`config.mk`:
```
export PLATFORM = sky130hd
export DESIGN_NAME = rtc_calendar_core
export DESIGN_NICKNAME = d
export VERILOG_FILES = /design/src/rtl/rtc_cal_pkg.sv /design/src/rtl/rtc_prescaler.sv /design/src/rtl/rtc_clock_chain.sv /design/src/rtl/rtc_date_chain.sv /design/src/rtl/rtc_calendar_core.sv
export SDC_FILE = /design/constraint.sdc
export NUM_CORES = 1
export LEC_CHECK = 0
export CORE_AREA = 3 3 131 82
export CTS_CLUSTER_SIZE = 12
export DETAILED_ROUTE_END_ITERATION = 10
export DIE_AREA = 0 0 134 85
export PLACE_DENSITY = 0.78
export REMOVE_ABC_BUFFERS = 1
export SYNTH_ARGS = -nofsm -noshare
export SYNTH_HDL_FRONTEND = slang
export SYNTH_SLANG_ARGS = --single-unit
```
`constraint.sdc`:
```
create_clock -name clk -period 2.9 [get_ports clk]
set_input_delay 0.58 -clock clk [delete_from_list [all_inputs] [get_ports clk]]
set_output_delay 0.58 -clock clk [all_outputs]
set_load 0.005 [all_outputs]
```
`src/rtl/rtc_cal_pkg.sv`:
```
package rtc_cal_pkg;

  localparam int unsigned FIELD_W = 8;

  // control word bit positions
  localparam int unsigned CTL_MODE24 = 0;
  localparam int unsigned CTL_ROUND  = 1;

  // field addresses
  localparam logic [2:0] A_SEC  = 3'd0;
  localparam logic [2:0] A_MIN  = 3'd1;
  localparam logic [2:0] A_HOUR = 3'd2;
  localparam logic [2:0] A_WDAY = 3'd3;
  localparam logic [2:0] A_MDAY = 3'd4;
  localparam logic [2:0] A_MON  = 3'd5;
  localparam logic [2:0] A_YEAR = 3'd6;
  localparam logic [2:0] A_CTL  = 3'd7;

  typedef struct packed {
    logic       wrap;
    logic [7:0] val;
  } step_t;

  // BCD increment with wrap from last to first
  function automatic step_t bcd_step(input logic [7:0] v,
                                     input logic [7:0] last,
                                     input logic [7:0] first);
    step_t r;
    if (v == last) begin
      r.wrap = 1'b1;
      r.val  = first;
    end else if (v[3:0] == 4'h9) begin
      r.wrap = 1'b0;
      r.val  = {v[7:4] + 4'h1, 4'h0};
    end else begin
      r.wrap = 1'b0;
      r.val  = v + 8'h01;
    end
    return r;
  endfunction

  // leap test: tens*10 + ones mod 4 == (tens*2 + ones) mod 4
  function automatic logic is_leap(input logic [7:0] yr);
    logic [4:0] s;
    s = {yr[7:4], 1'b0} + {1'b0, yr[3:0]};
    return (s[1:0] == 2'b00);
  endfunction

  function automatic logic [7:0] month_last(input logic [7:0] mon,
                                            input logic [7:0] yr);
    case (mon)
      8'h02:                      return is_leap(yr) ? 8'h29 : 8'h28;
      8'h04, 8'h06, 8'h09, 8'h11: return 8'h30;
      default:                    return 8'h31;
    endcase
  endfunction

  // hour advance; wrap flags a new day
  function automatic step_t hour_step(input logic [7:0] h, input logic mode24);
    step_t r;
    if (mode24) begin
      r = bcd_step(h, 8'h23, 8'h00);
    end else begin
      r.wrap = 1'b0;
      if (h[4:0] == 5'h11) begin
        r.val  = {2'b00, ~h[5], 5'h12};
        r.wrap = h[5];
      end else if (h[4:0] == 5'h12) begin
        r.val = {2'b00, h[5], 5'h01};
      end else begin
        r.val = {2'b00, h[5], 5'h00} | {3'b000, bcd_step({3'b000, h[4:0]}, 8'h12, 8'h01).val[4:0]};
      end
    end
    return r;
  endfunction

endpackage

```
`src/rtl/rtc_prescaler.sv`:
```
module rtc_prescaler #(
  parameter int unsigned DIV_A = 32768,
  parameter int unsigned DIV_B = 32000,
  localparam int unsigned DMAX = (DIV_A > DIV_B) ? DIV_A : DIV_B,
  localparam int unsigned PW   = $clog2(DMAX + 1)
) (
  input  logic          clk,
  input  logic          rst_n,
  input  logic          ref_tick,
  input  logic          ref_sel,
  input  logic          clr,
  output logic          sec_tick,
  output logic [PW-1:0] count
);

  logic [PW-1:0] last;

  assign last     = ref_sel ? PW'(DIV_B - 1) : PW'(DIV_A - 1);
  assign sec_tick = ref_tick && !clr && (count >= last);

  always_ff @(posedge clk or negedge rst_n) begin
    if (!rst_n)        count <= '0;
    else if (clr)      count <= '0;
    else if (sec_tick) count <= '0;
    else if (ref_tick) count <= count + 1'b1;
  end

endmodule

```
`src/rtl/rtc_clock_chain.sv`:
```
module rtc_clock_chain
  import rtc_cal_pkg::*;
(
  input  logic       clk,
  input  logic       rst_n,
  input  logic       sec_tick,
  input  logic       round_cmd,
  input  logic       mode24,
  input  logic       wr_sec,
  input  logic       wr_min,
  input  logic       wr_hour,
  input  logic [7:0] wr_data,
  output logic [7:0] sec,
  output logic [7:0] min,
  output logic [7:0] hour,
  output logic       min_step,
  output logic       hour_adv,
  output logic       day_carry
);

  step_t sec_nx, min_nx, hour_nx;

  assign sec_nx   = bcd_step(sec, 8'h59, 8'h00);
  assign min_nx   = bcd_step(min, 8'h59, 8'h00);
  assign hour_nx  = hour_step(hour, mode24);

  assign min_step  = (sec_tick && sec_nx.wrap) || (round_cmd && (sec >= 8'h30));
  assign hour_adv  = min_step && min_nx.wrap;
  assign day_carry = hour_adv && hour_nx.wrap;

  always_ff @(posedge clk or negedge rst_n) begin
    if (!rst_n)         sec <= 8'h00;
    else if (wr_sec)    sec <= wr_data & 8'h7F;
    else if (round_cmd) sec <= 8'h00;
    else if (sec_tick)  sec <= sec_nx.val;
  end

  always_ff @(posedge clk or negedge rst_n) begin
    if (!rst_n)        min <= 8'h00;
    else if (wr_min)   min <= wr_data & 8'h7F;
    else if (min_step) min <= min_nx.val;
  end

  always_ff @(posedge clk or negedge rst_n) begin
    if (!rst_n)        hour <= 8'h12;
    else if (wr_hour)  hour <= wr_data & 8'h3F;
    else if (hour_adv) hour <= hour_nx.val;
  end

endmodule

```
`src/rtl/rtc_date_chain.sv`:
```
module rtc_date_chain
  import rtc_cal_pkg::*;
(
  input  logic       clk,
  input  logic       rst_n,
  input  logic       day_carry,
  input  logic       wr_wday,
  input  logic       wr_mday,
  input  logic       wr_mon,
  input  logic       wr_year,
  input  logic [7:0] wr_data,
  output logic [7:0] wday,
  output logic [7:0] mday,
  output logic [7:0] mon,
  output logic [7:0] year,
  output logic       mon_carry,
  output logic       year_carry
);

  step_t wday_nx, mday_nx, mon_nx, year_nx;

  assign wday_nx = bcd_step(wday, 8'h06, 8'h00);
  assign mday_nx = bcd_step(mday, month_last(mon, year), 8'h01);
  assign mon_nx  = bcd_step(mon, 8'h12, 8'h01);
  assign year_nx = bcd_step(year, 8'h99, 8'h00);

  assign mon_carry  = day_carry && mday_nx.wrap;
  assign year_carry = mon_carry && mon_nx.wrap;

  always_ff @(posedge clk or negedge rst_n) begin
    if (!rst_n)         wday <= 8'h00;
    else if (wr_wday)   wday <= wr_data & 8'h07;
    else if (day_carry) wday <= wday_nx.val;
  end

  always_ff @(posedge clk or negedge rst_n) begin
    if (!rst_n)         mday <= 8'h01;
    else if (wr_mday)   mday <= wr_data & 8'h3F;
    else if (day_carry) mday <= mday_nx.val;
  end

  always_ff @(posedge clk or negedge rst_n) begin
    if (!rst_n)         mon <= 8'h01;
    else if (wr_mon)    mon <= wr_data & 8'h1F;
    else if (mon_carry) mon <= mon_nx.val;
  end

  always_ff @(posedge clk or negedge rst_n) begin
    if (!rst_n)          year <= 8'h00;
    else if (wr_year)    year <= wr_data;
    else if (year_carry) year <= year_nx.val;
  end

endmodule

```
`src/rtl/rtc_calendar_core.sv`:
```
module rtc_calendar_core
  import rtc_cal_pkg::*;
#(
  parameter int unsigned DIV_A = 32768,
  parameter int unsigned DIV_B = 32000,
  localparam int unsigned DMAX  = (DIV_A > DIV_B) ? DIV_A : DIV_B,
  localparam int unsigned PW    = $clog2(DMAX + 1),
  localparam int unsigned NADDR = 8
) (
  input  logic       clk,
  input  logic       rst_n,
  input  logic       ref_tick,
  input  logic       ref_sel,
  input  logic       wr_en,
  input  logic [2:0] addr,
  input  logic [7:0] wr_data,
  output logic [7:0] rd_data
);

  logic [NADDR-1:0] wr_sel;
  logic             round_cmd, presc_clr, sec_tick;
  logic [PW-1:0]    presc_cnt;
  logic             mode24, unset_flag;
  logic [7:0]       sec, min, hour, wday, mday, mon, year;
  logic             min_step, hour_adv, day_carry, mon_carry, year_carry;

  for (genvar g = 0; g < NADDR; g++) begin : g_wsel
    assign wr_sel[g] = wr_en && (addr == 3'(g));
  end

  assign round_cmd = wr_sel[A_CTL] && wr_data[CTL_ROUND];
  assign presc_clr = (|wr_sel[A_YEAR:A_SEC]) || round_cmd;

  rtc_prescaler #(.DIV_A(DIV_A), .DIV_B(DIV_B)) u_presc (
    .clk      (clk),
    .rst_n    (rst_n),
    .ref_tick (ref_tick),
    .ref_sel  (ref_sel),
    .clr      (presc_clr),
    .sec_tick (sec_tick),
    .count    (presc_cnt)
  );

  rtc_clock_chain u_clock (
    .clk       (clk),
    .rst_n     (rst_n),
    .sec_tick  (sec_tick),
    .round_cmd (round_cmd),
    .mode24    (mode24),
    .wr_sec    (wr_sel[A_SEC]),
    .wr_min    (wr_sel[A_MIN]),
    .wr_hour   (wr_sel[A_HOUR]),
    .wr_data   (wr_data),
    .sec       (sec),
    .min       (min),
    .hour      (hour),
    .min_step  (min_step),
    .hour_adv  (hour_adv),
    .day_carry (day_carry)
  );

  rtc_date_chain u_date (
    .clk        (clk),
    .rst_n      (rst_n),
    .day_carry  (day_carry),
    .wr_wday    (wr_sel[A_WDAY]),
    .wr_mday    (wr_sel[A_MDAY]),
    .wr_mon     (wr_sel[A_MON]),
    .wr_year    (wr_sel[A_YEAR]),
    .wr_data    (wr_data),
    .wday       (wday),
    .mday       (mday),
    .mon        (mon),
    .year       (year),
    .mon_carry  (mon_carry),
    .year_carry (year_carry)
  );

  // control word: hour format and the since-reset flag
  always_ff @(posedge clk or negedge rst_n) begin
    if (!rst_n) begin
      mode24     <= 1'b0;
      unset_flag <= 1'b1;
    end else if (wr_sel[A_CTL]) begin
      mode24     <= wr_data[CTL_MODE24];
      unset_flag <= 1'b0;
    end
  end

  always_comb begin
    case (addr)
      A_SEC:   rd_data = sec;
      A_MIN:   rd_data = min;
      A_HOUR:  rd_data = hour;
      A_WDAY:  rd_data = wday;
      A_MDAY:  rd_data = mday;
      A_MON:   rd_data = mon;
      A_YEAR:  rd_data = year;
      default: rd_data = {6'b0, unset_flag, mode24};
    endcase
  end

endmodule

```
==> impl_metrics.env, run 1 <==
export IMPL_slew_violations=0
export IMPL_dr_pass1_iters=8
export IMPL_numCtsBuffers=9
export IMPL_critPathRequiredTime_ns=3.14
export IMPL_start_util=0.5930
export IMPL_cellPowerDensity_nw_per_um2=556.5
export IMPL_synthArstFlopShare=1.000
export IMPL_netlist_area_sq_um=5754
export IMPL_cts_max_level=3
export IMPL_total_power_uw=3825
export IMPL_synth_avg_cell_area_sq_um=8.268
export IMPL_clockBufferDepth=2
export IMPL_hold_class="in -> async"
export IMPL_grt_max_degree=44
export IMPL_synth_most_common_cell="nor2_1"
export IMPL_synth_edf_count=0
export IMPL_root_buffer="clkbuf_16"
export IMPL_maxSlewHeadroom=0.5710
export IMPL_n_antenna_cell=0
export IMPL_io_buffer_count=23
export IMPL_seqCellArea_sq_um=1858
export IMPL_syn_inst=696
export IMPL_insertion_delay_ns=0.35
export IMPL_num_vias=6082
export IMPL_drtAntennaViolNets=0
export IMPL_fin_crit_ns=2.769
export IMPL_dp_slack_ns=-0.2544
export IMPL_first_global_vias=5914
export IMPL_nets=800
export IMPL_crit_path_end_kind="flip-flop"
export IMPL_min_period_over_period=0.9548
export IMPL_max_slew_worst_pin_slew_ns=0.6415
export IMPL_ys_seq_area_frac=0.3229
export IMPL_cts_tree="yes"
export IMPL_fill_cells=729
export IMPL_rows=28
export IMPL_viasPerCell=6.773
export IMPL_finalHoldViolCount=0
export IMPL_grt_pass1_wl_microns=30610
export IMPL_path_class="in -> reg"
export IMPL_arrival_ns=3.01
export IMPL_ios=24
export IMPL_multi_input_area_sq_um=3679
export IMPL_synth_seq_cells=74
export IMPL_power_leakage_uw=0.002892
export IMPL_fmax_ghz=0.3612
export IMPL_cpPeakStageDelay_ns=0.46
export IMPL_hold_ws_ns=0.2230
export IMPL_post_route_util=0.7084
export IMPL_cts_sinks=74
export IMPL_antenna_found_initial=0
export IMPL_yosys_area_top_type="dfrtp_1"
export IMPL_grtUsageTotal=0.3401
export IMPL_synth_area_top_cells="dfrtp_1, ha_1, nor2_1"
export IMPL_die_w_microns=134
export IMPL_ys_warn_count=0
export IMPL_drt_iter0_drc=955
export IMPL_postRouteWirelength_microns=18860
export IMPL_synth_top_cells_by_count="nor2_1, dfrtp_1, o21ai_0, nand2_1, a21oi_1"
export IMPL_synth_ff_type="dfrtp_1"
export IMPL_hpwl_microns=13830
export IMPL_rsz0062_at_grt="false"
export IMPL_path_clk_slew_ns=0.06
export IMPL_die_area_sq_um=11390
export IMPL_die_h_microns=85
export IMPL_fin_worst_skew_ns=0.007026
export IMPL_yosysUniqueCellTypes=72
export IMPL_drive_above_1_share=0.1704
export IMPL_fin_ws_ns=0.1311
export IMPL_status="finished clean"
export IMPL_core_sq_um=9704
export IMPL_synth_top_area_share=0.3001
export IMPL_crit_top_cell="buf_4"
export IMPL_crit_chain="clkdlybuf4s50_1 -> ha_1 -> nand2_1 -> o21ai_0 -> nand4b_2 -> o22a_2 -> buf_4 -> nor3_4 -> buf_4 -> nand4_1 -> mux2i_1"
export IMPL_drc_errors=0
export IMPL_dp_cells=881
export IMPL_area_delta_synth_final_pct=19.46
export IMPL_crit_path_max_fanout=5
export IMPL_globalplace_congestion=0.9983
export IMPL_routedWlPerCell_microns=21.00
export IMPL_grt_overflow_total=0
export IMPL_maxCapViolations=0
export IMPL_peakVddDrop_mv=0.3360
export IMPL_finalNonFillerCells=898
export IMPL_crit_path_top_delay_cell="clkdlybuf4s50_1"
export IMPL_setup_viol=0
export IMPL_critPathLaunchType="primary input"
[worst paths after layout]
kind                               startpoint              end  slack, ns  cells after the start
max in group asynchronous               rst_n  u_clock.hour[1]       1.94                      2
worst min register to register     unset_flag       unset_flag       0.49                      1
worst max register to register  u_date.mon[4]    u_date.mon[6]       0.13                     11
worst max-delay path                  ref_sel    u_date.mon[6]       0.13                     11
min in group clk                   unset_flag       unset_flag       0.49                      1
worst min-delay path                    rst_n   u_date.year[6]       0.22                      1
[placed cells by master (no fill, tap or decap), types with 20 or more instances in the layout]
master,n
nor2_1,86
dfrtp_1,69
o21ai_0,62
buf_4,62
nand2_1,61
a21oi_1,58
ha_1,26
inv_1,25
nand3_1,20
[cells by family (layout without fill, tap and decap cells)]
logic type,Yosys count,after routing,synth area share
xor+xnor,12,12,0.01957
simple gates,277,277,0.2453
flops,74,74,0.3229
compound gates,208,208,0.2301
mux,36,36,0.08176
buf+inv,63,130,0.04392
fa+ha+maj,26,26,0.05653
[what timing repair did]
| item | in CTS | in global routing |
|---|---|---|
| gates cloned | 1 | 0 |
| resized for setup | 10 | 7 |
| setup buffers | 0 | 0 |
| endpoints found under the setup margin | 8 | 21 |
| hold endpoints to repair | 0 | 0 |
| hold buffers | 0 | 0 |
[cell type report]
type / instances / share of cell area
Clock buffer: 11 / 0.03531
Multi-Input combinational cell: 559 / 0.5351
Sequential cell: 74 / 0.2703
Inverter: 25 / 0.01365
Clock inverter: 5 / 0.008009
Timing Repair Buffer: 89 / 0.1130
Tap cell: 135 / 0.02457
[state kept, by name, summed over array words and instances, names as in the netlist]
name / flops
u_clock.min: 8
u_date.wday: 8
u_date.year: 8
u_date.mon: 8
u_presc.count: 16
u_date.mday: 8
u_clock.hour: 8
mode24: 1
u_clock.sec: 8
unset_flag: 1
[per-layer routing]
layer  track usage  wire length [microns]  vias to the layer above
met4        0.1326                    612                        0
met5             0                      0                        -
met1        0.4786                   7756                     2873
met3        0.1066                   2596                       64
met2        0.4911                   7890                      456
li1              -                      -                     2689
[critical path: cells and delay by family]
family / cells / cell delay, ns
AOI/OAI and AO/OA: 2 / 0.50
muxes: 1 / 0.23
adders and majority gates: 1 / 0.34
buffers and inverters: 3 / 0.81
and+or+nand+nor: 4 / 0.55
[where the power goes]
part | internal, uW | switching (uW) | total (uW)
Clock | 687 | 457 | 1140
Combinational | 564 | 634 | 1200
Sequential | 1180 | 302 | 1480
[through the flow]
stage	instance area, sq um	setup TNS (ns)
2_1_floorplan	5595	-0.2025
3_5_place_dp	6499	-7.369
5_1_grt	6874	0
3_3_place_gp	6499	-4.277
6_report	6874	0
4_1_cts	6850	0
(Power assumes the default switching activity.)
==> inputs of run 2 (changes only) <==
--- a/config.mk
+++ b/config.mk
@@ -5,12 +5,15 @@
 export SDC_FILE = /design/constraint.sdc
 export NUM_CORES = 1
 export LEC_CHECK = 0
+export CAP_MARGIN = 20
 export CORE_AREA = 3 3 131 82
 export CTS_CLUSTER_SIZE = 12
 export DETAILED_ROUTE_END_ITERATION = 10
 export DIE_AREA = 0 0 134 85
+export GPL_ROUTABILITY_DRIVEN = 0
 export PLACE_DENSITY = 0.78
 export REMOVE_ABC_BUFFERS = 1
+export SETUP_SLACK_MARGIN = 0.2
 export SYNTH_ARGS = -nofsm -noshare
 export SYNTH_HDL_FRONTEND = slang
 export SYNTH_SLANG_ARGS = --single-unit
==> run 2 against run 1 <==
First-iteration DRC count rose by 6.0%. Largest power group unchanged. Count of clock-buffer cells in the layout did not move. Wire length fell by 2.9%. Power rose by 6.5%. Highest routed layer unchanged. Non-clock buffer count rose by 3. Global-route usage fell by 1.8 points. Utilization rose by 1.8 points. Critical endpoint is now u_date.year[3]. Sequential power barely moved. Worst setup slack improved by 0.13 ns. Via count barely moved. Clock skew barely moved. Sequential cell count did not move. Critical path type unchanged.
==> impl_metrics.env, run 2 (synthesis results as in run 1) <==
export IMPL_p_seq_frac=0.361
export IMPL_fmax_ghz=0.3791
export IMPL_cts_sinks=74
export IMPL_maxCapViolations=0
export IMPL_path_class="in -> reg"
export IMPL_cts_max_level=3
export IMPL_drt_iter0_drc=1012
export IMPL_io_buffer_count=23
export IMPL_min_period_over_period=0.9096
export IMPL_drc_errors=0
export IMPL_swShare=0.3378
export IMPL_post_route_util=0.7259
export IMPL_setup_viol=0
export IMPL_fin_crit_ns=2.638
export IMPL_nets=803
export IMPL_crit_path_end_kind="flip-flop"
export IMPL_fin_worst_skew_ns=0.006954
export IMPL_finalNonFillerCells=901
export IMPL_finalHoldViolCount=0
export IMPL_power_leakage_uw=0.003009
export IMPL_most_common_layout_cells="nor2_1, dfrtp_1, buf_4"
export IMPL_status="finished clean"
export IMPL_netSwitchingPower_uw=1377
export IMPL_crit_path_max_fanout=8
export IMPL_antenna_found_initial=0
export IMPL_ios=24
export IMPL_first_global_vias=5541
export IMPL_dr_pass1_iters=6
export IMPL_routedWlPerCell_microns=20.32
export IMPL_n_antenna_cell=0
export IMPL_critical_path_top_delay_family="compound AO/OA/AOI/OAI gates"
export IMPL_dp_cells=879
export IMPL_path_clk_slew_ns=0.06
export IMPL_ctsHoldBuffers=0
export IMPL_insertion_delay_ns=0.34
export IMPL_area_delta_synth_final_pct=22.42
export IMPL_cts_tree="yes"
export IMPL_root_buffer="clkbuf_16"
export IMPL_largest_reg_flops=16
export IMPL_grt_overflow_total=0
export IMPL_core_sq_um=9704
export IMPL_crit_chain="clkdlybuf4s50_1 -> and4b_1 -> o21ai_0 -> nand4b_4 -> o22a_4 -> buf_4 -> o41a_1 -> a31oi_1 -> a21oi_1"
export IMPL_clockBufferDepth=2
export IMPL_hold_class="in -> async"
export IMPL_viasPerCell=6.747
export IMPL_rows=28
export IMPL_die_h_microns=85
export IMPL_die_w_microns=134
export IMPL_num_vias=6079
export IMPL_drtAntennaViolNets=0
export IMPL_grt_pass1_wl_microns=29190
export IMPL_maxSlewHeadroom=0.3328
export IMPL_grtUsageTotal=0.3221
export IMPL_grt_max_degree=75
export IMPL_rsz0062_at_grt="true"
export IMPL_cpPeakStageDelay_ns=0.47
export IMPL_p_comb_frac=0.297
export IMPL_max_slew_worst_pin_slew_ns=1.001
export IMPL_start_util=0.5930
export IMPL_final_common_cell="nor2_1"
export IMPL_drive_above_1_share=0.1867
export IMPL_arrival_ns=2.82
export IMPL_intPower_uw=2699
export IMPL_slew_violations=0
export IMPL_die_area_sq_um=11390
export IMPL_crit_path_top_delay_cell="clkdlybuf4s50_1"
export IMPL_p_clk_frac=0.342
export IMPL_critPathLaunchType="primary input"
export IMPL_largest_register="u_presc.count"
export IMPL_postRouteWirelength_microns=18310
export IMPL_critPathRequiredTime_ns=3.09
export IMPL_hpwl_microns=12960
export IMPL_numCtsBuffers=9
export IMPL_cellPowerDensity_nw_per_um2=578.6
export IMPL_peakVddDrop_mv=0.3441
export IMPL_path_buf_inv=2
-- run 2: what timing repair did --
item | 4_1_cts | 5_1_grt
resized for setup | 24 | 20
setup buffers | 2 | 3
endpoints found under the hold margin | 0 | 0
gates cloned | 1 | 0
pin swaps | 2 | 6
setup endpoints to repair | 29 | 33
-- run 2: final cells by class --
type | instances | area [sq um]
sequential | 74 | 1859
inverter | 25 | 93.84
tap | 135 | 168.9
clock inverter | 5 | 125.1
multi-input combinational | 559 | 3744
clock buffer | 11 | 242.7
timing repair buffer | 92 | 810.8
fill | 692 | 2660
-- run 2: worst register-to-register path, stage by stage (launching register included) --
cell      delay [ns]
dfrtp_1         0.39
buf_4           0.15
ha_1            0.20
mux2_2          0.28
a311oi_2        0.27
a311oi_2        0.08
xnor2_2         0.22
or3_4           0.45
a2111o_1        0.36
a31oi_1         0.16
-- run 2: path summary, 6_finish.rpt --
check,start,end,slack [ns],cells after the start
worst max-delay path,wr_data[1],u_date.year[3],0.26,9
worst min-delay path,rst_n,u_date.year[6],0.36,1
worst max register to register,u_date.mon[4],u_date.mon[1],0.27,9
worst min register to register,u_presc.count[5],u_presc.count[5],0.50,1
max in group asynchronous,rst_n,u_clock.hour[0],1.79,1
min in group clk,u_presc.count[5],u_presc.count[5],0.50,1
-- run 2: per-layer routing --
metal | vias to the layer above | track usage | part of all wire
met3 | 58 | 0.09005 | 0.13
met5 | - | 0 | 0
met4 | 0 | 0.1055 | 0.028
li1 | 2702 | - | -
met1 | 2888 | 0.4826 | 0.43
met2 | 431 | 0.4480 | 0.42
-- run 2: power groups by stage --
stage | logic [uW] | registers (uW) | clock network, uW
after global routing | 1320 | 1490 | 1450
after floorplan | 698 | 1400 | 0
after global placement | 1080 | 1450 | 0
after detailed placement | 1140 | 1460 | 0
final | 1210 | 1470 | 1390
after CTS | 1160 | 1440 | 1400
-- run 2: metrics by stage --
step	instance area (sq um)	setup slack, ns	setup TNS (ns)	total power, uW	hold WS (ns)
2_1_floorplan	5595	-0.08486	-0.2025	2097	0.2844
3_3_place_gp	6484	-0.1996	-5.147	2530	0.4774
3_5_place_dp	6484	-0.3001	-7.517	2597	0.4890
4_1_cts	6937	0.1265	0	4011	0.4396
5_1_grt	7044	0.1390	0	4257	0.4503
6_report	7044	0.2621	0	4076	0.3595
